==> config.mk <==
export PLATFORM = sky130hd
export DESIGN_NAME = regrun_mover
export DESIGN_NICKNAME = d
export VERILOG_FILES = /design/src/rtl/rmv_pkg.sv /design/src/rtl/rmv_operand_chk.sv /design/src/rtl/rmv_addr_step.sv /design/src/rtl/rmv_lane.sv /design/src/rtl/regrun_mover.sv
export SDC_FILE = /design/constraint.sdc
export NUM_CORES = 1
export LEC_CHECK = 0
export ABC_AREA = 1
export BUFFER_PORTS_ARGS = -buffer_cell sky130_fd_sc_hd__buf_2
export CORE_MARGIN = 1.5
export CORE_UTILIZATION = 28
export DETAILED_ROUTE_END_ITERATION = 6
export PLACE_DENSITY = 0.49
export RECOVER_POWER = 100
export SETUP_SLACK_MARGIN = 0.2
export SLEW_MARGIN = 5
export SYNTH_ARGS = -nofsm -noshare
export SYNTH_HDL_FRONTEND = slang
export SYNTH_SLANG_ARGS = --single-unit
==> constraint.sdc <==
create_clock -name clk -period 8.9 [get_ports clk]
set_input_delay 0.445 -clock clk [delete_from_list [all_inputs] [get_ports clk]]
set_output_delay 0.445 -clock clk [all_outputs]
set_load 0.05 [all_outputs]
==> src/rtl/rmv_pkg.sv <==
`timescale 1ns/1ps
package rmv_pkg;
  typedef enum logic [1:0] {
    OP_LDM = 2'd0,
    OP_STM = 2'd1,
    OP_LDS = 2'd2,
    OP_STS = 2'd3
  } rmv_op_e;

  typedef enum logic [2:0] {
    S_IDLE = 3'd0,
    S_REQ  = 3'd1,
    S_WAIT = 3'd2,
    S_FIN  = 3'd3,
    S_EXC  = 3'd4
  } rmv_st_e;

  function automatic logic [31:0] swap32(input logic [31:0] w);
    return {w[7:0], w[15:8], w[23:16], w[31:24]};
  endfunction
endpackage

==> src/rtl/rmv_operand_chk.sv <==
`timescale 1ns/1ps
module rmv_operand_chk #(
  parameter int CNT_W = 7,
  parameter int RI_W  = 5
) (
  input  logic [RI_W-1:0]  start_i,
  input  logic [RI_W-1:0]  base_i,
  input  logic [RI_W-1:0]  index_i,
  input  logic [CNT_W-1:0] count_i,
  output logic             clash_o
);
  localparam int SUM_W = ((CNT_W > RI_W) ? CNT_W : RI_W) + 1;

  logic [SUM_W-1:0] lo, hi, b, x;
  logic             hit_b, hit_x;

  always_comb begin
    lo    = SUM_W'(start_i);
    hi    = lo + SUM_W'(count_i);
    b     = SUM_W'(base_i);
    x     = SUM_W'(index_i);
    hit_b = (base_i != '0) && (b >= lo) && (b < hi);
    hit_x = (x >= lo) && (x < hi);
    clash_o = hit_b | hit_x;
  end
endmodule

==> src/rtl/rmv_addr_step.sv <==
`timescale 1ns/1ps
module rmv_addr_step #(
  parameter int AW = 64
) (
  input  logic [AW-1:0] addr_i,
  input  logic          word_i,
  input  logic          wide_i,
  output logic [AW-1:0] addr_o
);
  logic [AW-1:0] sum;
  assign sum = addr_i + (word_i ? AW'(4) : AW'(1));

  generate
    if (AW > 32) begin : g_wide
      assign addr_o = wide_i ? sum : AW'(sum[31:0]);
    end else begin : g_narrow
      logic unused_wide;
      assign unused_wide = wide_i;
      assign addr_o = sum;
    end
  endgenerate
endmodule

==> src/rtl/rmv_lane.sv <==
`timescale 1ns/1ps
module rmv_lane
  import rmv_pkg::*;
(
  input  logic [31:0] rf_rd_i,
  input  logic [31:0] mem_rd_i,
  input  logic [31:0] acc_i,
  input  logic        swap_i,
  input  logic [1:0]  bpos_i,
  output logic [31:0] st_word_o,
  output logic [31:0] st_byte_o,
  output logic [31:0] ld_word_o,
  output logic [31:0] acc_next_o
);
  logic [4:0] sh;
  assign sh = {~bpos_i, 3'b000};

  assign st_word_o  = swap_i ? swap32(rf_rd_i) : rf_rd_i;
  assign ld_word_o  = swap_i ? swap32(mem_rd_i) : mem_rd_i;
  assign st_byte_o  = {24'd0, 8'(rf_rd_i >> sh)};
  assign acc_next_o = acc_i | (32'(mem_rd_i[7:0]) << sh);
endmodule

==> src/rtl/regrun_mover.sv <==
`timescale 1ns/1ps
module regrun_mover
  import rmv_pkg::*;
#(
  parameter int AW     = 64,
  parameter int CNT_W  = 7,
  parameter int RD_LAT = 1,
  parameter int NREG   = 32,
  localparam int RI_W  = $clog2(NREG)
) (
  input  logic             clk,
  input  logic             rst_n,
  input  logic             cmd_valid,
  input  logic [1:0]       cmd_op,
  input  logic [AW-1:0]    cmd_addr,
  input  logic [RI_W-1:0]  cmd_reg,
  input  logic [CNT_W-1:0] cmd_count,
  input  logic             cmd_chk,
  input  logic [RI_W-1:0]  cmd_base,
  input  logic [RI_W-1:0]  cmd_index,
  input  logic             mode_le,
  input  logic             mode_wide,
  output logic             mem_req_valid,
  input  logic             mem_req_ready,
  output logic             mem_req_write,
  output logic             mem_req_byte,
  output logic [AW-1:0]    mem_addr,
  output logic [31:0]      mem_wdata,
  input  logic [31:0]      mem_rdata,
  output logic [RI_W-1:0]  rf_addr,
  input  logic [31:0]      rf_rdata,
  output logic             rf_we,
  output logic [31:0]      rf_wdata,
  output logic             busy,
  output logic             done,
  output logic             exc
);
  localparam int LAT_W = $clog2(RD_LAT + 1);
  localparam logic [RI_W-1:0] LAST_REG = RI_W'(NREG - 1);

  // reset: asserted asynchronously, released on the clock
  logic [1:0] rs_q;
  logic       rst_sn;
  always_ff @(posedge clk or negedge rst_n) begin
    if (!rst_n) rs_q <= 2'b00;
    else        rs_q <= {rs_q[0], 1'b1};
  end
  assign rst_sn = rs_q[1];

  rmv_st_e          st_q, st_d;
  rmv_op_e          op_q, op_d;
  logic [AW-1:0]    addr_q, addr_d, addr_nx;
  logic [RI_W-1:0]  reg_q, reg_d;
  logic [CNT_W-1:0] left_q, left_d;
  logic [31:0]      acc_q, acc_d;
  logic [1:0]       bpos_q, bpos_d;
  logic             le_q, le_d, wide_q, wide_d;
  logic [LAT_W-1:0] lat_q, lat_d;
  logic             dp_en, lat_en;

  logic is_store, is_str, word_acc, last_acc, swap_en, lat_last;
  logic accept, step, clash;
  logic [31:0] st_word, st_byte, ld_word, acc_next;

  assign is_store = op_q[0];
  assign is_str   = op_q[1];
  assign word_acc = !is_str || (left_q >= CNT_W'(4));
  assign last_acc = !is_str   ? (reg_q == LAST_REG) :
                    word_acc  ? (left_q == CNT_W'(4)) : (left_q == CNT_W'(1));
  assign swap_en  = le_q && !is_str;
  assign lat_last = (lat_q == LAT_W'(RD_LAT - 1));
  assign accept   = (st_q == S_IDLE) && cmd_valid;
  assign step     = ((st_q == S_REQ) && mem_req_ready && is_store) ||
                    ((st_q == S_WAIT) && lat_last);

  rmv_operand_chk #(.CNT_W(CNT_W), .RI_W(RI_W)) u_chk_ops (
    .start_i (cmd_reg),
    .base_i  (cmd_base),
    .index_i (cmd_index),
    .count_i (cmd_count),
    .clash_o (clash)
  );

  rmv_addr_step #(.AW(AW)) u_step (
    .addr_i (addr_q),
    .word_i (word_acc),
    .wide_i (wide_q),
    .addr_o (addr_nx)
  );

  rmv_lane u_lane (
    .rf_rd_i    (rf_rdata),
    .mem_rd_i   (mem_rdata),
    .acc_i      (acc_q),
    .swap_i     (swap_en),
    .bpos_i     (bpos_q),
    .st_word_o  (st_word),
    .st_byte_o  (st_byte),
    .ld_word_o  (ld_word),
    .acc_next_o (acc_next)
  );

  // next state
  always_comb begin
    st_d = st_q;
    unique case (st_q)
      S_IDLE: if (cmd_valid) begin
        if (cmd_op[1] && !cmd_op[0] && cmd_chk && clash) st_d = S_EXC;
        else if (cmd_op[1] && (cmd_count == '0))         st_d = S_FIN;
        else                                             st_d = S_REQ;
      end
      S_REQ: if (mem_req_ready) begin
        if (is_store) st_d = last_acc ? S_FIN : S_REQ;
        else          st_d = S_WAIT;
      end
      S_WAIT: if (lat_last) st_d = last_acc ? S_FIN : S_REQ;
      default: st_d = S_IDLE;
    endcase
  end

  // datapath next values
  always_comb begin
    op_d   = op_q;   addr_d = addr_q; reg_d  = reg_q;  left_d = left_q;
    acc_d  = acc_q;  bpos_d = bpos_q; le_d   = le_q;   wide_d = wide_q;
    dp_en  = accept | step;
    if (accept) begin
      op_d   = rmv_op_e'(cmd_op);
      addr_d = cmd_addr;
      reg_d  = cmd_reg;
      left_d = cmd_count;
      acc_d  = '0;
      bpos_d = '0;
      le_d   = mode_le;
      wide_d = mode_wide;
    end else if (step) begin
      addr_d = addr_nx;
      if (word_acc) begin
        reg_d  = reg_q + 1'b1;
        left_d = left_q - CNT_W'(4);
        acc_d  = '0;
        bpos_d = '0;
      end else begin
        left_d = left_q - CNT_W'(1);
        acc_d  = acc_next;
        bpos_d = bpos_q + 1'b1;
      end
    end
    lat_en = (st_q == S_REQ) || (st_q == S_WAIT);
    lat_d  = (st_q == S_REQ) ? '0 : lat_q + 1'b1;
  end

  always_ff @(posedge clk or negedge rst_sn) begin
    if (!rst_sn) st_q <= S_IDLE;
    else         st_q <= st_d;
  end

  always_ff @(posedge clk or negedge rst_sn) begin
    if (!rst_sn) begin
      op_q <= OP_LDM; addr_q <= '0; reg_q <= '0; left_q <= '0;
      acc_q <= '0; bpos_q <= '0; le_q <= 1'b0; wide_q <= 1'b0;
    end else if (dp_en) begin
      op_q <= op_d; addr_q <= addr_d; reg_q <= reg_d; left_q <= left_d;
      acc_q <= acc_d; bpos_q <= bpos_d; le_q <= le_d; wide_q <= wide_d;
    end
  end

  always_ff @(posedge clk or negedge rst_sn) begin
    if (!rst_sn)     lat_q <= '0;
    else if (lat_en) lat_q <= lat_d;
  end

  // outputs
  assign mem_req_valid = (st_q == S_REQ);
  assign mem_req_write = is_store;
  assign mem_req_byte  = !word_acc;
  assign mem_addr      = addr_q;
  assign mem_wdata     = word_acc ? st_word : st_byte;
  assign rf_addr       = reg_q;
  assign rf_we         = (st_q == S_WAIT) && lat_last && (word_acc || last_acc);
  assign rf_wdata      = word_acc ? ld_word : acc_next;
  assign busy          = (st_q == S_REQ) || (st_q == S_WAIT);
  assign done          = (st_q == S_FIN);
  assign exc           = (st_q == S_EXC);
endmodule

==> summary.md <==
| Metric | Value |
|---|---|
| Ys async rst share | 100% |
| Initial core utilization | 28.5% |
| CP startpoint kind | flop |
| Most frequent cells in the layout | nand2_1, inv_1, buf_2 |
| First-pass GRT wire length | 59.9 mm |
| CORE AREA | 34600 µm² |
| Routed Antenna Nets | 0 |
| CP Class | reg -> reg |
| Sequential area share after synthesis | 30.5% |
| Yosys cell types | 49 |
| Number of global-route vias before repair | 10596 |
| Clock net sink count | 120 |
| Die width | 191 µm |
| Routed length per instance | 17.6 µm |
| Met1 Usage GRT | 27.5% |
| H-Tree Depth | 4 |
| Clock root cell | clkbuf_16 |
| Critical path data arrival time | 6.36 ns |
| Slew Viols, Final | 414 |
| Post-synthesis register bit count | 120 |
| ANT cells | 0 |
| Mapped Nets | 1688 |
| Crit-path slowest cell | clkbuf_1 |
| Share of layout cells above drive strength 1 | 12.7% |
| CTS tree | done |
| DRT iter0 DRCs | 766 |
| Worst IR Drop VDD | 173 µV |
| Drt first pass iters | 5 |
| Clk_skew | 0.0194 ns |
| Global route hottest layer | met2 |
| CP peak stage delay | 1.97 ns |
| Final wirelength | 39.0 mm |
| Final setup fails | 0 |
| Period Utilization, post-route | 69.2% |
| Relative slew margins | -119% |
| Largest net degree at the start of global routing | 90 |
| Final #Nets | 1943 |
| Avg Cell Area, Syn | 6.57 µm² |
| Number of I/O port buffers | 298 |
| Hold Vio Cnt, Final | 0 |
| Mapped cell area | 9850 µm² |
| Status | finished with violations |
| Setup TNS | 0 ns |
| Die area | 36300 µm² |
| Routability Congestion | 0.907 |
| Worst-Skew Late Latency | 0.42 ns |
| Final min period | 6.16 ns |
| CP Max Fanout | 66 |
| GR Layer Usage met2 | 36.1% |
| PD cells | 379 nW/µm² |
| Ys Warns | 0 |
| Worst Hold Class | in -> reg |
| Max cap viols | 7 |
| Final Core Density | 34.6% |
| Top Ports | 299 |
| Post-CTS setup repair buffer count | 0 |
| RSZ-0062 raised after global routing | false |
| Global route overflow | 0 |
| Setup crit end kind | flop |
| WHS | 0.240 ns |
| Tightest Pin Transition | 3.29 ns |
| Overall routing resource usage | 21.2% |
| Vias | 11227 |
| Row cnt | 68 |
| Violated checks | max-capacitance violations, max-slew violations |
| Cell Chain, Critical Path | inv_1, nor4_1, nand2_2, clkbuf_1, ha_1, inv_1, a21oi_1, nand4_1, nor3_1, inv_2, nor2_1, nand4_1, nand3_1, o211ai_1 |
| Number of flops mapped to enable cells by yosys | 0 |
| CTS max path bufs | 2 |
| Chip height | 191 µm |
| M3 GR Usage | 4.07% |
| Leakage | 5.37 nW |
| Clock slew at reported path FFs | 0.07 ns |
| Max Clk Rate | 162 MHz |
| TritonCTS Buffers | 17 |
| Vias per cell | 5.05 |
| Commonest non-fill, non-tap cell in the layout | nand2_1 |
| Crit path required time | 9.10 ns |
| Cells after Synth | 1500 |
| Drt drc | 0 |
| Top FF cell, synth | dfrtp_1 |
| Layout area overhead | 21.5% |
| Initial antenna violation count | 1 |
| HPWL after DPL | 29.2 mm |
synthesized netlist by cell type (all sizes together), types with 2 or more instances:
master	instances	area share [%]
o31ai	7	0.53
o2111ai	2	0.18
nand3	110	5.7
o211ai	47	3.6
nand2	394	15
a31oi	27	1.7
ha	28	3.6
nor2	143	6.1
o221ai	6	0.53
nand4	40	2.5
nor4	7	0.51
o311ai	4	0.36
or2	5	0.32
nor3	46	2.9
o21bai	8	0.61
inv	180	6.9
xor2	24	2.1
a211oi	9	0.69
o21ai	96	4.9
a31o	2	0.18
nor3b	5	0.38
o21a	2	0.15
xnor2	10	0.89
a21oi	80	4.1
nand3b	5	0.38
dfrtp	120	30
buf	19	0.99
clkbuf	54	2.1
clkinv	3	0.13
o22ai	11	0.70
per-stage QoR:
| stage | area, µm² | instances | power, mW | worst slack [ns] |
|---|---|---|---|---|
| after global placement | 11700 | 2190 | 3.92 | 4.97 |
| after detailed placement | 11700 | 2190 | 3.93 | 4.86 |
| final | 12000 | 2222 | 4.54 | 2.74 |
| after CTS | 12300 | 2222 | 4.65 | 4.82 |
| after global routing | 12000 | 2222 | 4.85 | 2.22 |
| after floorplan | 9850 | 1500 | 3.14 | 5.31 |
layer usage:
layer / vias up / wire length [µm]
met3: 35 / 2500
met4: 2 / 589
met1: 5245 / 17300
li1: 5539 / -
met2: 406 / 18600
met5: - / 13
repair_timing:
action,4_1_cts,5_1_grt
hold endpoints to repair,2,0
hold buffers,1,0
gates resized for setup,0,0
endpoints found under the setup margin,0,0
final cells by class:
class	instances	area, µm²
Multi-Input combinational cell	1124	5760
Timing Repair Buffer	309	1390
Clock inverter	12	128
Inverter	183	688
Clock buffer	19	443
Tap cell	455	569
Fill cell	3914	22700
Sequential cell	120	3000
cell families (layout without fill, tap and decap cells):
| family | after synthesis | count (layout) | share of synthesized area (%) |
|---|---|---|---|
| buffers and inverters | 256 | 523 | 10.0 |
| AO/OA/AOI/OAI | 304 | 304 | 18.4 |
| XOR/XNOR | 34 | 34 | 3.02 |
| flip-flops | 120 | 120 | 30.5 |
| AND/OR/NAND/NOR | 756 | 756 | 34.2 |
| other | 1 | 1 | 0.0381 |
| adder cells (fa/ha/maj) | 29 | 29 | 3.76 |
worst paths after layout:
| kind | start | endpoint | slack (ns) | cells past startpoint |
|---|---|---|---|---|
| min | cmd_addr[49] | mem_addr[49]$_DFFE_PN0P_ | 0.24 | 3 |
| min reg2reg | rs_q[0]$_DFF_PN0_ | rs_q[1]$_DFF_PN0_ | 0.35 | 0 |
| max in group asynchronous | rs_q[1]$_DFF_PN0_ | mem_addr[2]$_DFFE_PN0P_ | 6.11 | 1 |
| max reg2reg | op_q[1]$_DFFE_PN0P_ | mem_addr[48]$_DFFE_PN0P_ | 2.74 | 14 |
| min in group asynchronous | rst_n | rs_q[0]$_DFF_PN0_ | 0.34 | 2 |
| max | op_q[1]$_DFFE_PN0P_ | mem_addr[48]$_DFFE_PN0P_ | 2.74 | 14 |
report_power, final:
group / total (mW) / internal (mW) / switching, mW / leakage, nW
registers: 1.04 / 0.739 / 0.301 / 1.53
logic: 2.81 / 0.606 / 2.20 / 3.57
clock network: 0.693 / 0.417 / 0.276 / 0.271
total: 4.54 / 1.76 / 2.78 / 5.37
state kept, by name (all words and copies together) (netlist names):
name and cells:
mem_addr 64, acc_q 32, left_q 7, rf_addr 5, st_q 3, bpos_q 2
op_q 2, rs_q 2, lat_q 1, le_q 1, wide_q 1
critical path, delay by kind of cell (launching register included):
kind,cells,cell delay (ns)
AND/OR/NAND/NOR,7,1.52
AO/OA/AOI/OAI,2,0.43
adder cells (fa/ha/maj),1,0.40
buffers and inverters,4,3.20
flip-flops,1,0.37
Power figures use the tool's default switching activity.
